===== src/rtl/csa_mult_pkg.sv =====
package csa_mult_pkg;

   // Sum output of a three-input one-bit adder cell
   function automatic logic cell_sum(input logic x, input logic y, input logic z);
      return x ^ y ^ z;
   endfunction

   // Carry output of a three-input one-bit adder cell (majority)
   function automatic logic cell_carry(input logic x, input logic y, input logic z);
      return (x & y) | (x & z) | (y & z);
   endfunction

   // Number of carry-save stages needed for a multiplier of the given width
   function automatic int array_stages(input int rows);
      return rows - 1;
   endfunction

endpackage


===== src/rtl/csa_operand_mag.sv =====
// Converts a two's-complement operand into an unsigned magnitude and a sign flag.
// The magnitude keeps the full operand width, so the most negative value
// maps to 2**(W-1) without overflow.
module csa_operand_mag #(
   parameter int W = 13
) (
   input  logic [W-1:0] val_i,
   output logic [W-1:0] mag_o,
   output logic         neg_o
);
   localparam logic [W-1:0] ONE = W'(1);

   generate
      if (W < 2) begin : g_bad_width
         $error("csa_operand_mag: W must be at least 2");
      end
   endgenerate

   assign neg_o = val_i[W-1];
   assign mag_o = neg_o ? (~val_i + ONE) : val_i;

endmodule


===== src/rtl/csa_reduce_array.sv =====
// Linear carry-save reduction of the N x M AND-summand matrix.
// Stage 1 is a row of N-1 half adders; every later stage is a row of N-1
// full adders. Each stage retires one low product bit. The two (N-1)-bit
// words left after the last stage go to a final carry-propagate adder.
module csa_reduce_array
   import csa_mult_pkg::*;
#(
   parameter int N = 13,   // multiplicand magnitude width (columns)
   parameter int M = 11    // multiplier magnitude width (rows)
) (
   input  logic [N-1:0] a_i,
   input  logic [M-1:0] b_i,
   output logic [M-1:0] lo_o,    // retired low product bits
   output logic [N-2:0] sum_o,   // residual sum word, weight 2**M
   output logic [N-2:0] cry_o    // residual carry word, weight 2**M
);
   localparam int STAGES = array_stages(M);

   generate
      if (N < 2) begin : g_bad_n
         $error("csa_reduce_array: N must be at least 2");
      end
      if (M < 2) begin : g_bad_m
         $error("csa_reduce_array: M must be at least 2");
      end
      if (STAGES != M - 1) begin : g_bad_stages
         $error("csa_reduce_array: stage count mismatch");
      end
   endgenerate

   // pp[j][i] = a_i[i] & b_i[j], weight 2**(i+j)
   logic [M-1:0][N-1:0] pp;
   // Per-stage cell outputs; st_u/st_c of stage j have weight 2**(j+1+k)
   logic [M-1:1][N-2:0] st_s;
   logic [M-1:1][N-2:0] st_c;
   logic [M-1:1][N-2:0] st_u;

   genvar gj, gk;
   generate
      for (gj = 0; gj < M; gj++) begin : g_row
         assign pp[gj] = a_i & {N{b_i[gj]}};
      end

      assign lo_o[0] = pp[0][0];

      for (gj = 1; gj < M; gj++) begin : g_stage
         for (gk = 0; gk < N - 1; gk++) begin : g_cell
            if (gj == 1) begin : g_half
               assign st_s[gj][gk] = pp[0][gk+1] ^ pp[1][gk];
               assign st_c[gj][gk] = pp[0][gk+1] & pp[1][gk];
            end else begin : g_full
               assign st_s[gj][gk] = cell_sum(pp[gj][gk], st_u[gj-1][gk], st_c[gj-1][gk]);
               assign st_c[gj][gk] = cell_carry(pp[gj][gk], st_u[gj-1][gk], st_c[gj-1][gk]);
            end
         end

         assign lo_o[gj] = st_s[gj][0];

         if (N > 2) begin : g_shift
            assign st_u[gj][N-3:0] = st_s[gj][N-2:1];
         end
         assign st_u[gj][N-2] = pp[gj][N-1];
      end
   endgenerate

   assign sum_o = st_u[M-1];
   assign cry_o = st_c[M-1];

endmodule


===== src/rtl/csa_ripple_add.sv =====
// Carry-propagate adder built as a chain of one-bit cells.
module csa_ripple_add
   import csa_mult_pkg::*;
#(
   parameter int W = 12
) (
   input  logic [W-1:0] x_i,
   input  logic [W-1:0] y_i,
   output logic [W-1:0] s_o,
   output logic         co_o
);
   generate
      if (W < 1) begin : g_bad_width
         $error("csa_ripple_add: W must be at least 1");
      end
   endgenerate

   logic [W:0] chain;
   assign chain[0] = 1'b0;

   genvar gi;
   generate
      for (gi = 0; gi < W; gi++) begin : g_bit
         assign s_o[gi]       = cell_sum(x_i[gi], y_i[gi], chain[gi]);
         assign chain[gi + 1] = cell_carry(x_i[gi], y_i[gi], chain[gi]);
      end
   endgenerate

   assign co_o = chain[W];

endmodule


===== src/rtl/signed_csa_mult.sv =====
// Signed multiplier: sign/magnitude wrapper around an unsigned carry-save
// array core with a ripple final adder, result registered on in_valid.
module signed_csa_mult
   import csa_mult_pkg::*;
#(
   parameter  int MCAND_W = 12,           // multiplicand magnitude bits
   parameter  int MPLR_W  = 10,           // multiplier magnitude bits
   localparam int A_W     = MCAND_W + 1,  // multiplicand port width
   localparam int B_W     = MPLR_W + 1,   // multiplier port width
   localparam int PROD_W  = A_W + B_W     // product port width
) (
   input  logic              clk,
   input  logic              rst_n,
   input  logic              in_valid,
   input  logic [A_W-1:0]    mcand_i,
   input  logic [B_W-1:0]    mplr_i,
   output logic              out_valid,
   output logic [PROD_W-1:0] product_o
);
   localparam logic [PROD_W-1:0] ONE = PROD_W'(1);

   generate
      if (MCAND_W < 1) begin : g_bad_mcand
         $error("signed_csa_mult: MCAND_W must be at least 1");
      end
      if (MPLR_W < 1) begin : g_bad_mplr
         $error("signed_csa_mult: MPLR_W must be at least 1");
      end
   endgenerate

   // ---------------- operand magnitudes ----------------
   logic [A_W-1:0] mag_a;
   logic [B_W-1:0] mag_b;
   logic           neg_a;
   logic           neg_b;

   csa_operand_mag #(.W(A_W)) u_mag_a (
      .val_i (mcand_i),
      .mag_o (mag_a),
      .neg_o (neg_a)
   );

   csa_operand_mag #(.W(B_W)) u_mag_b (
      .val_i (mplr_i),
      .mag_o (mag_b),
      .neg_o (neg_b)
   );

   // ---------------- unsigned core ----------------
   logic [B_W-1:0] lo_bits;
   logic [A_W-2:0] res_sum;
   logic [A_W-2:0] res_cry;
   logic [A_W-2:0] hi_bits;
   logic           hi_co;

   csa_reduce_array #(.N(A_W), .M(B_W)) u_array (
      .a_i   (mag_a),
      .b_i   (mag_b),
      .lo_o  (lo_bits),
      .sum_o (res_sum),
      .cry_o (res_cry)
   );

   csa_ripple_add #(.W(A_W - 1)) u_final (
      .x_i  (res_sum),
      .y_i  (res_cry),
      .s_o  (hi_bits),
      .co_o (hi_co)
   );

   logic [PROD_W-1:0] umag;
   logic [PROD_W-1:0] result_d;

   assign umag     = {hi_co, hi_bits, lo_bits};
   // Two's-complement negation of zero is zero, so no guard is needed.
   assign result_d = (neg_a ^ neg_b) ? (~umag + ONE) : umag;

   // ---------------- result register ----------------
   always_ff @(posedge clk or negedge rst_n) begin
      if (!rst_n) begin
         out_valid <= 1'b0;
         product_o <= '0;
      end else begin
         out_valid <= in_valid;
         if (in_valid) begin
            product_o <= result_d;
         end
      end
   end

   // ---------------- assertions ----------------
   logic signed [PROD_W-1:0] ref_prod;
   assign ref_prod = $signed(mcand_i) * $signed(mplr_i);

   // registered result equals a behavioural signed product
   assert_product_R1: assert property (@(posedge clk) disable iff (!rst_n)
      in_valid |=> (product_o == $past(ref_prod)));

   assert_sign_R3: assert property (@(posedge clk) disable iff (!rst_n)
      (in_valid && (|mcand_i) && (|mplr_i)) |=>
         (product_o[PROD_W-1] == $past(mcand_i[A_W-1] ^ mplr_i[B_W-1])));

   assert_zero_R4: assert property (@(posedge clk) disable iff (!rst_n)
      (in_valid && ((mcand_i == '0) || (mplr_i == '0))) |=> (product_o == '0));

   assert_valid_rise_R5: assert property (@(posedge clk) disable iff (!rst_n)
      in_valid |=> out_valid);

   assert_valid_fall_R5: assert property (@(posedge clk) disable iff (!rst_n)
      !in_valid |=> !out_valid);

   assert_hold_R6: assert property (@(posedge clk) disable iff (!rst_n)
      !in_valid |=> $stable(product_o));

endmodule


===== config.mk =====
export PLATFORM = sky130hd
export DESIGN_NAME = signed_csa_mult
export DESIGN_NICKNAME = d
export VERILOG_FILES = /design/src/rtl/csa_mult_pkg.sv /design/src/rtl/csa_operand_mag.sv /design/src/rtl/csa_reduce_array.sv /design/src/rtl/csa_ripple_add.sv /design/src/rtl/signed_csa_mult.sv
export SDC_FILE = /design/constraint.sdc
export NUM_CORES = 1
export LEC_CHECK = 0
export BUFFER_PORTS_ARGS = -buffer_cell sky130_fd_sc_hd__buf_4
export CAP_MARGIN = 20
export CORE_ASPECT_RATIO = 0.9
export CORE_MARGIN = 10
export CORE_UTILIZATION = 55
export CTS_CLUSTER_SIZE = 10
export DETAILED_ROUTE_END_ITERATION = 7
export GPL_ROUTABILITY_DRIVEN = 0
export HOLD_SLACK_MARGIN = 0.05
export PLACE_DENSITY = 0.72
export SYNTH_ARGS = -nofsm -noshare
export SYNTH_HDL_FRONTEND = slang
export SYNTH_HIERARCHICAL = 1
export SYNTH_SLANG_ARGS = --single-unit

===== constraint.sdc =====
create_clock -name clk -period 2.73 [get_ports clk]
set_input_delay 0.1365 -clock clk [delete_from_list [all_inputs] [get_ports clk]]
set_output_delay 0.1365 -clock clk [all_outputs]
set_load 0.01 [all_outputs]

# Yosys cells after proc, flatten, opt, wreduce, memory -nomap -nowiden
# Cells that the tools add are included.
[word_totals] romBits=0 elab_cells=882 input_bits=27 mem_count=0 ramBits=0 output_inout_bits=25 latchBits=0 register_bits=25
[classes] bitwise_logic=874 n_shift=0 add_sub_neg=3 n_reduce_logical=0 n_mux=3 multipliers=0 eq_ne=0 div_mod_pow=0 order_cmp=0
[ops] operator="$and 1x1->1" count=370
[ops] operator="$xor 1x1->1" count=252
[ops] operator="$or 1x1->1" count=238
[ops] operator="$and 13x13->13" count=11
[ops] operator="$add 24x1->24 const B" count=1
[ops] operator="$mux 24" count=1
[ops] operator="$not 24->24" count=1
[ops] operator="$add 13x1->13 const B" count=1
[ops] operator="$mux 13" count=1
[ops] operator="$not 13->13" count=1
[ops] operator="$add 11x1->11 const B" count=1
[ops] operator="$mux 11" count=1
[ops] operator="$not 11->11" count=1

# Depth between registers and ports, before layout
[logic_depth] word_depth=69 depth_mapped=39 ltp_nobuf=38

# Hierarchy
# The synthesis kept the hierarchy.
[by_module_without_submodules] mod="csa_reduce_array" seq_area_each_um2=0.0 cells_per_inst=350 area_each_um2=3527.1 instances=1
[by_module_without_submodules] mod="signed_csa_mult" seq_area_each_um2=625.6 cells_per_inst=185 area_each_um2=1594.0 instances=1
[by_module_without_submodules] mod="csa_operand_mag (u_mag_a)" seq_area_each_um2=0.0 cells_per_inst=36 area_each_um2=282.8 instances=1
[by_module_without_submodules] mod="csa_ripple_add" seq_area_each_um2=0.0 cells_per_inst=17 area_each_um2=251.5 instances=1
[by_module_without_submodules] mod="csa_operand_mag (u_mag_b)" seq_area_each_um2=0.0 cells_per_inst=33 area_each_um2=241.5 instances=1

# Worst setup path after synthesis
# OpenSTA, ideal clock, no wires.
[synth_path] kind="input -> register" start="input port mcand_i[1]" end="register product_o[23]" arrival_ps=11493 t_required_ps=2599 cell_stages=36 slack_ps=-8894 path_buffers=1 setup_time_ps=131 cell_sequence="inv_1 -> ha_1 -> or3b_2 -> o31ai_1 -> xnor2_1 -> buf_2 -> and2_1 -> ha_1 -> inv_1 -> fa_1 -> fa_1 -> inv_1 -> fa_1 -> fa_1 -> fa_1 -> fa_1 -> fa_1 -> fa_1 -> fa_1 -> ha_1 -> fa_1 -> fa_1 -> fa_1 -> fa_1 -> fa_1 -> fa_1 -> fa_1 -> fa_1 -> fa_1 -> fa_1 -> inv_1 -> fa_1 -> inv_1 -> or4_1 -> o31a_1 -> or3_1"
[synth_via] word_cells_on_any_way=876 classes_between="add/sub: 2; mux: 2; bitwise: 872"
[synth_lines] item="from (decl)" line_no="signed_csa_mult.sv:15" text="input logic [A_W-1:0] mcand_i,"
[synth_lines] item="$not 13->13 (*)" line_no="csa_operand_mag.sv:20" text="assign mag_o = neg_o ? (~val_i + ONE) : val_i;"
[synth_lines] item="$add 13x1->13 (*)" line_no="csa_operand_mag.sv:20"
[synth_lines] item="$mux 13 (*)" line_no="csa_operand_mag.sv:20"
[synth_lines] item="net mag_a[10]" line_no="signed_csa_mult.sv:32" text="logic [A_W-1:0] mag_a;"
[synth_lines] item="$and 13x13->13" line_no="csa_reduce_array.sv:41" text="assign pp[gj] = a_i & {N{b_i[gj]}};"
[synth_lines] item="$xor 1x1->1" line_no="csa_reduce_array.sv:49" text="assign st_s[gj][gk] = pp[0][gk+1] ^ pp[1][gk];"
[synth_lines] item="$xor 1x1->1 or $and 1x1->1 (tied branches)" line_no="csa_mult_pkg.sv:5, csa_mult_pkg.sv:10"
[synth_lines] item="$xor 1x1->1 or $or 1x1->1 (tied branches)" line_no="csa_mult_pkg.sv:5, csa_mult_pkg.sv:10"
[synth_lines] item="[... 16 more ...]"
[synth_lines] item="net res_sum[0]" line_no="signed_csa_mult.sv:51" text="logic [A_W-2:0] res_sum;"
[synth_lines] item="[... 28 more ...]"
[synth_lines] item="$and 1x1->1" line_no="csa_mult_pkg.sv:10" text="return (x & y) | (x & z) | (y & z);"
[synth_lines] item="$or 1x1->1" line_no="csa_mult_pkg.sv:10"
[synth_lines] item="$or 1x1->1 (*)" line_no="csa_mult_pkg.sv:10"
[synth_lines] item="$xor 1x1->1 (*)" line_no="csa_mult_pkg.sv:5" text="return x ^ y ^ z;"
[synth_lines] item="net hi_bits[11]" line_no="signed_csa_mult.sv:53" text="logic [A_W-2:0] hi_bits;"
[synth_lines] item="$not 24->24 (*)" line_no="signed_csa_mult.sv:76" text="assign result_d = (neg_a ^ neg_b) ? (~umag + ONE) : umag;"
[synth_lines] item="$add 24x1->24 (*)" line_no="signed_csa_mult.sv:76"
[synth_lines] item="$mux 24 (*)" line_no="signed_csa_mult.sv:76"
[synth_lines] item="to (signal assigned)" line_no="signed_csa_mult.sv:86" text="product_o <= result_d;"
[synth_lines] item="to (decl)" line_no="signed_csa_mult.sv:18" text="output logic [PROD_W-1:0] product_o"
# The timed path passes the listed nets; every way through them passes the cells marked *.
# A chain may end at the register's enable or synchronous reset.

# Final worst setup path
[layout_path] start="input port mcand_i[0]" end="register product_o[22]"
[layout_via] word_cells_on_any_way=871 classes_between="add/sub: 2; mux: 2; bitwise: 867"
[layout_lines] item="$not 13->13 (*)" line_no="csa_operand_mag.sv:20"
[layout_lines] item="$add 13x1->13 (*)" line_no="csa_operand_mag.sv:20"
[layout_lines] item="$mux 13 (*)" line_no="csa_operand_mag.sv:20"
[layout_lines] item="net mag_a[8]" line_no="signed_csa_mult.sv:32"
[layout_lines] item="$and 13x13->13" line_no="csa_reduce_array.sv:41"
[layout_lines] item="$xor 1x1->1" line_no="csa_reduce_array.sv:49"
[layout_lines] item="$xor 1x1->1 (12 in a row)" line_no="csa_mult_pkg.sv:5"
[layout_lines] item="$and 1x1->1" line_no="csa_mult_pkg.sv:10"
[layout_lines] item="[... 8 more ...]"
[layout_lines] item="net res_cry[0]" line_no="signed_csa_mult.sv:52" text="logic [A_W-2:0] res_cry;"
[layout_lines] item="[... 28 more ...]"
[layout_lines] item="$and 1x1->1" line_no="csa_mult_pkg.sv:10"
[layout_lines] item="$or 1x1->1" line_no="csa_mult_pkg.sv:10"
[layout_lines] item="$or 1x1->1 (*)" line_no="csa_mult_pkg.sv:10"
[layout_lines] item="$xor 1x1->1 (*)" line_no="csa_mult_pkg.sv:5"
[layout_lines] item="net hi_bits[11]" line_no="signed_csa_mult.sv:53"
[layout_lines] item="$not 24->24" line_no="signed_csa_mult.sv:76"
[layout_lines] item="$add 24x1->24" line_no="signed_csa_mult.sv:76"
[layout_lines] item="$mux 24 (*)" line_no="signed_csa_mult.sv:76"
# Marked as above.

==> impl_metrics.sql <==
INSERT INTO impl_metrics (metric_group, metric, value, unit) VALUES
('place', 'hpwlAfterDp', '11800', 'µm'),
('layout', 'final_cell_mix', '155 x sky130_fd_sc_hd__buf_4, 95 x sky130_fd_sc_hd__and2_1, 83 x sky130_fd_sc_hd__fa_1', ''),
('grt', 'globalRouteTotalUtil', '21.6', '%'),
('detailed_routing', 'dr_total_vias', '5071', ''),
('worst_hold_path', 'worst_hold_startpoint', 'in_valid', ''),
('floorplanning', 'die-area', '15300', 'µm²'),
('synth', 'seq_area_frac_synth', '10.6', '%'),
('detailed_routing', 'drt-initial-drc-count', '266', ''),
('worst_setup_path', 'worst-setup-path-type', 'input pin to register', ''),
('timing', 'count_of_endpoints_failing_hold_in_the_final_timing_report', '0', ''),
('floorplanning', 'floorplan.rows', '35', ''),
('layout', 'ff_latch_area', '626', 'µm²'),
('clock_network', 'cts.sink_count', '25', ''),
('timing', 'post-route-worst-setup-slack', '-8.23', 'ns'),
('timing', 'fin_crit_sh', '402', '%'),
('outcome', 'outcome', 'finished with violations', ''),
('synth', 'synthesis.area', '5900', 'µm²'),
('outcome', 'failed_checks', 'negative setup slack', ''),
('detailed_routing', 'via_per_inst', '5.64', ''),
('layout', 'nFillCells', '656', ''),
('grt', 'grt_antenna_before_repair', '0', ''),
('timing', 'fmaxAchievable', '0.0912', 'GHz'),
('grt', 'grt_first_pass_wirelength', '27400', 'µm'),
('timing', 'setup-violations-final', '21', ''),
('synth', 'yosysWarningCount', '6', ''),
('layout', 'antenna_cells', '0', ''),
('timing', 'final-max-slew-violation-count', '0', ''),
('worst_hold_path', 'hold_path_class', 'input pin to register', ''),
('worst_setup_path', 'critPathArrivalTime', '11.16', 'ns'),
('timing', 'timing.hold.ws', '0.254', 'ns'),
('worst_setup_path', 'worstPathRequired', '2.93', 'ns'),
('detailed_routing', 'final_ant_viol_nets', '0', ''),
('clock_network', 'cts_root_buf', 'sky130_fd_sc_hd__clkbuf_16', ''),
('timing', 'grt_setup_unrepaired', 'true', ''),
('floorplanning', 'fp.coreArea', '10400', 'µm²'),
('layout', 'final_net_count', '933', ''),
('timing', 'fin_worst_skew', '0', 'ns'),
('synth', 'post_synth.cell_area_avg', '9.50', 'µm²'),
('worst_setup_path', 'crit_path_start', 'mcand_i[0]', ''),
('worst_setup_path', 'crit_fanout', '6', ''),
('clock_network', 'clock_insertion_delay_worst_skew', '0.26', 'ns'),
('place', 'portBuffers', '51', ''),
('clock_network', 'ctsHtreeMaxLevel', '1', ''),
('floorplanning', 'chip_width', '129', 'µm'),
('clock_network', 'number_of_buffers_created_by_cts', '3', ''),
('worst_setup_path', 'critical-path-top-cell-by-count', 'sky130_fd_sc_hd__fa_2', ''),
('grt', 'grt_max_degree', '43', ''),
('grt', 'globalRouteOverflowTotal', '0', ''),
('worst_setup_path', 'reg2reg_from', 'product_o[14]$_DFFE_PN0P_', ''),
('floorplanning', 'effective_utilization_at_floorplan', '56.8', '%'),
('floorplanning', 'floorplan.die.height', '118', 'µm'),
('worst_setup_path', 'crit_path_end_kind', 'register', ''),
('detailed_routing', 'detail_route.wl_per_cell', '18.8', 'µm'),
('synth', 'synthesized_netlist_net_count', '783', ''),
('clock_network', 'cts_buffer_depth', '2', ''),
('worst_setup_path', 'critical-path-max-stage-delay', '0.55', 'ns'),
('job', 'max_cap_viol_count', '0', ''),
('layout', 'mostFrequentLayoutCell', 'sky130_fd_sc_hd__buf_4', ''),
('floorplanning', 'num_io_pins', '52', ''),
('timing', 'relSlewSlack', '55.5', '%'),
('detailed_routing', 'routed_wire_length', '16900', 'µm'),
('clock_network', 'cts_tree', 'built', ''),
('layout', 'multi_input_gate_area', '5290', 'µm²'),
('timing', 'finalCriticalPeriod', '10.96', 'ns'),
('synth', 'synth_cell_types', '47', ''),
('layout', 'drive_gt1_share', '43.6', '%'),
('detailed_routing', 'drt_pass1_iterations', '5', ''),
('synth', 'ffs_latches_synth', '25', ''),
('grt', 'grt_pass1_vias', '5541', ''),
('timing', 'worst_pin_slew', '0.661', 'ns'),
('detailed_routing', 'drc', '0', ''),
('clock_network', 'clkSlewWorstSetupHoldPaths', '0.07', 'ns'),
('synth', 'syn_inst', '621', ''),
('worst_setup_path', 'worst_setup_path_start_kind', 'input pin', ''),
('worst_setup_path', 'critical_path.slowest_cell', 'sky130_fd_sc_hd__fa_2', ''),
('layout', 'flow.area_growth_from_synthesis', '37.0', '%');
[per-layer routing]
metal / track usage (%) / vias to the layer above / part of all wire [%]
met5: 0 / - / 0
met2: 40.0 / 171 / 55
li1: - / 2249 / -
met1: 26.1 / 2608 / 38
met3: 1.79 / 43 / 3.8
met4: 5.18 / 0 / 3.0
[final timing paths]
check	endpoint	slack [ns]	cells after the start
worst min register to register	product_o[5]$_DFFE_PN0P_	0.52	2
worst max register to register	product_o[14]$_DFFE_PN0P_	1.70	2
worst min-delay path	out_valid$_DFF_PN0_	0.25	1
max in group asynchronous	product_o[9]$_DFFE_PN0P_	2.15	2
worst max-delay path	product_o[22]$_DFFE_PN0P_	-8.23	40
min in group asynchronous	product_o[22]$_DFFE_PN0P_	0.32	2
[sequential cells by signal (all words and copies together), names as in the netlist]
register and flops:
out_valid 1, product_o 24
[synthesized netlist by cell type, drive strengths merged]
library cell	count	area, µm²
o41ai	8	104
nor4	5	31.3
nor3	11	55.1
a2111o	2	22.5
nand4	2	12.5
a21oi	17	85.1
mux2	1	11.3
a2111oi	1	8.76
or2	3	18.8
clkinv	1	3.75
and2	104	651
nor2	23	86.3
nand3	7	35.0
o31a	1	8.76
o211ai	1	7.51
ha	16	200
dfrtp	25	626
inv	75	282
xor2	12	105
xnor2	20	175
or4	14	120
nand2	55	206
and3	2	12.5
clkbuf	13	50.0
fa	119	2380
a211oi	1	7.51
buf	35	263
o2bb2ai	3	26.3
o31ai	13	108
o21ai	10	50.0
or3b	2	17.5
a31oi	2	12.5
or3	10	63.8
o311ai	1	8.76
nand2b	5	31.3
a221oi	1	8.76
[metrics by stage]
| step | std cells | util [%] | worst slack (ns) | TNS (ns) | cell area, µm² |
|---|---|---|---|---|---|
| 2_1_floorplan | 621 | - | -8.21 | -97.41 | 6090 |
| 3_3_place_gp | 847 | 67.6 | -8.67 | -108.46 | 7010 |
| 3_5_place_dp | 847 | 67.6 | -8.86 | -110.65 | 7010 |
| 4_1_cts | 892 | 75.5 | -8.24 | -100.05 | 7840 |
| 5_1_grt | 899 | 77.8 | -8.47 | -104.24 | 8080 |
| 6_report | 899 | 77.8 | -8.23 | -100.84 | 8080 |
[critical path, delay by kind of cell]
family | cells | cell delay [ns]
simple gates | 5 | 1.19
fa+ha+maj | 23 | 8.55
compound gates | 1 | 0.23
buf+inv | 10 | 0.88
xor+xnor | 1 | 0.17
[repair_timing]
item,4_1_cts,5_1_grt
pin swaps,66,44
endpoints found under the hold margin,25,0
buffers inserted,39,9
gates cloned,3,0
gates resized for setup,98,50
hold buffers,1,0
endpoints found under the setup margin,21,21
[logic make-up after synthesis]
group	after synthesis	share of synthesized area, %
adder cells (fa/ha/maj)	135	43.8
XOR/XNOR	32	4.75
flip-flops	25	10.6
multiplexers	1	0.191
buffers and inverters	124	10.1
AO/OA/AOI/OAI	61	7.77
AND/OR/NAND/NOR	243	22.7
[area by class of cell]
type	count	area share [%]
tap	129	2.00
clock buffer	3	0.929
sequential	25	7.74
timing repair buffer	193	20.0
inverter	76	3.75
clock inverter	1	0.0929
multi-input combinational	472	65.5
Power is not shown: default switching activity piles up to over one toggle a cycle in this logic, so the estimate is an artifact.
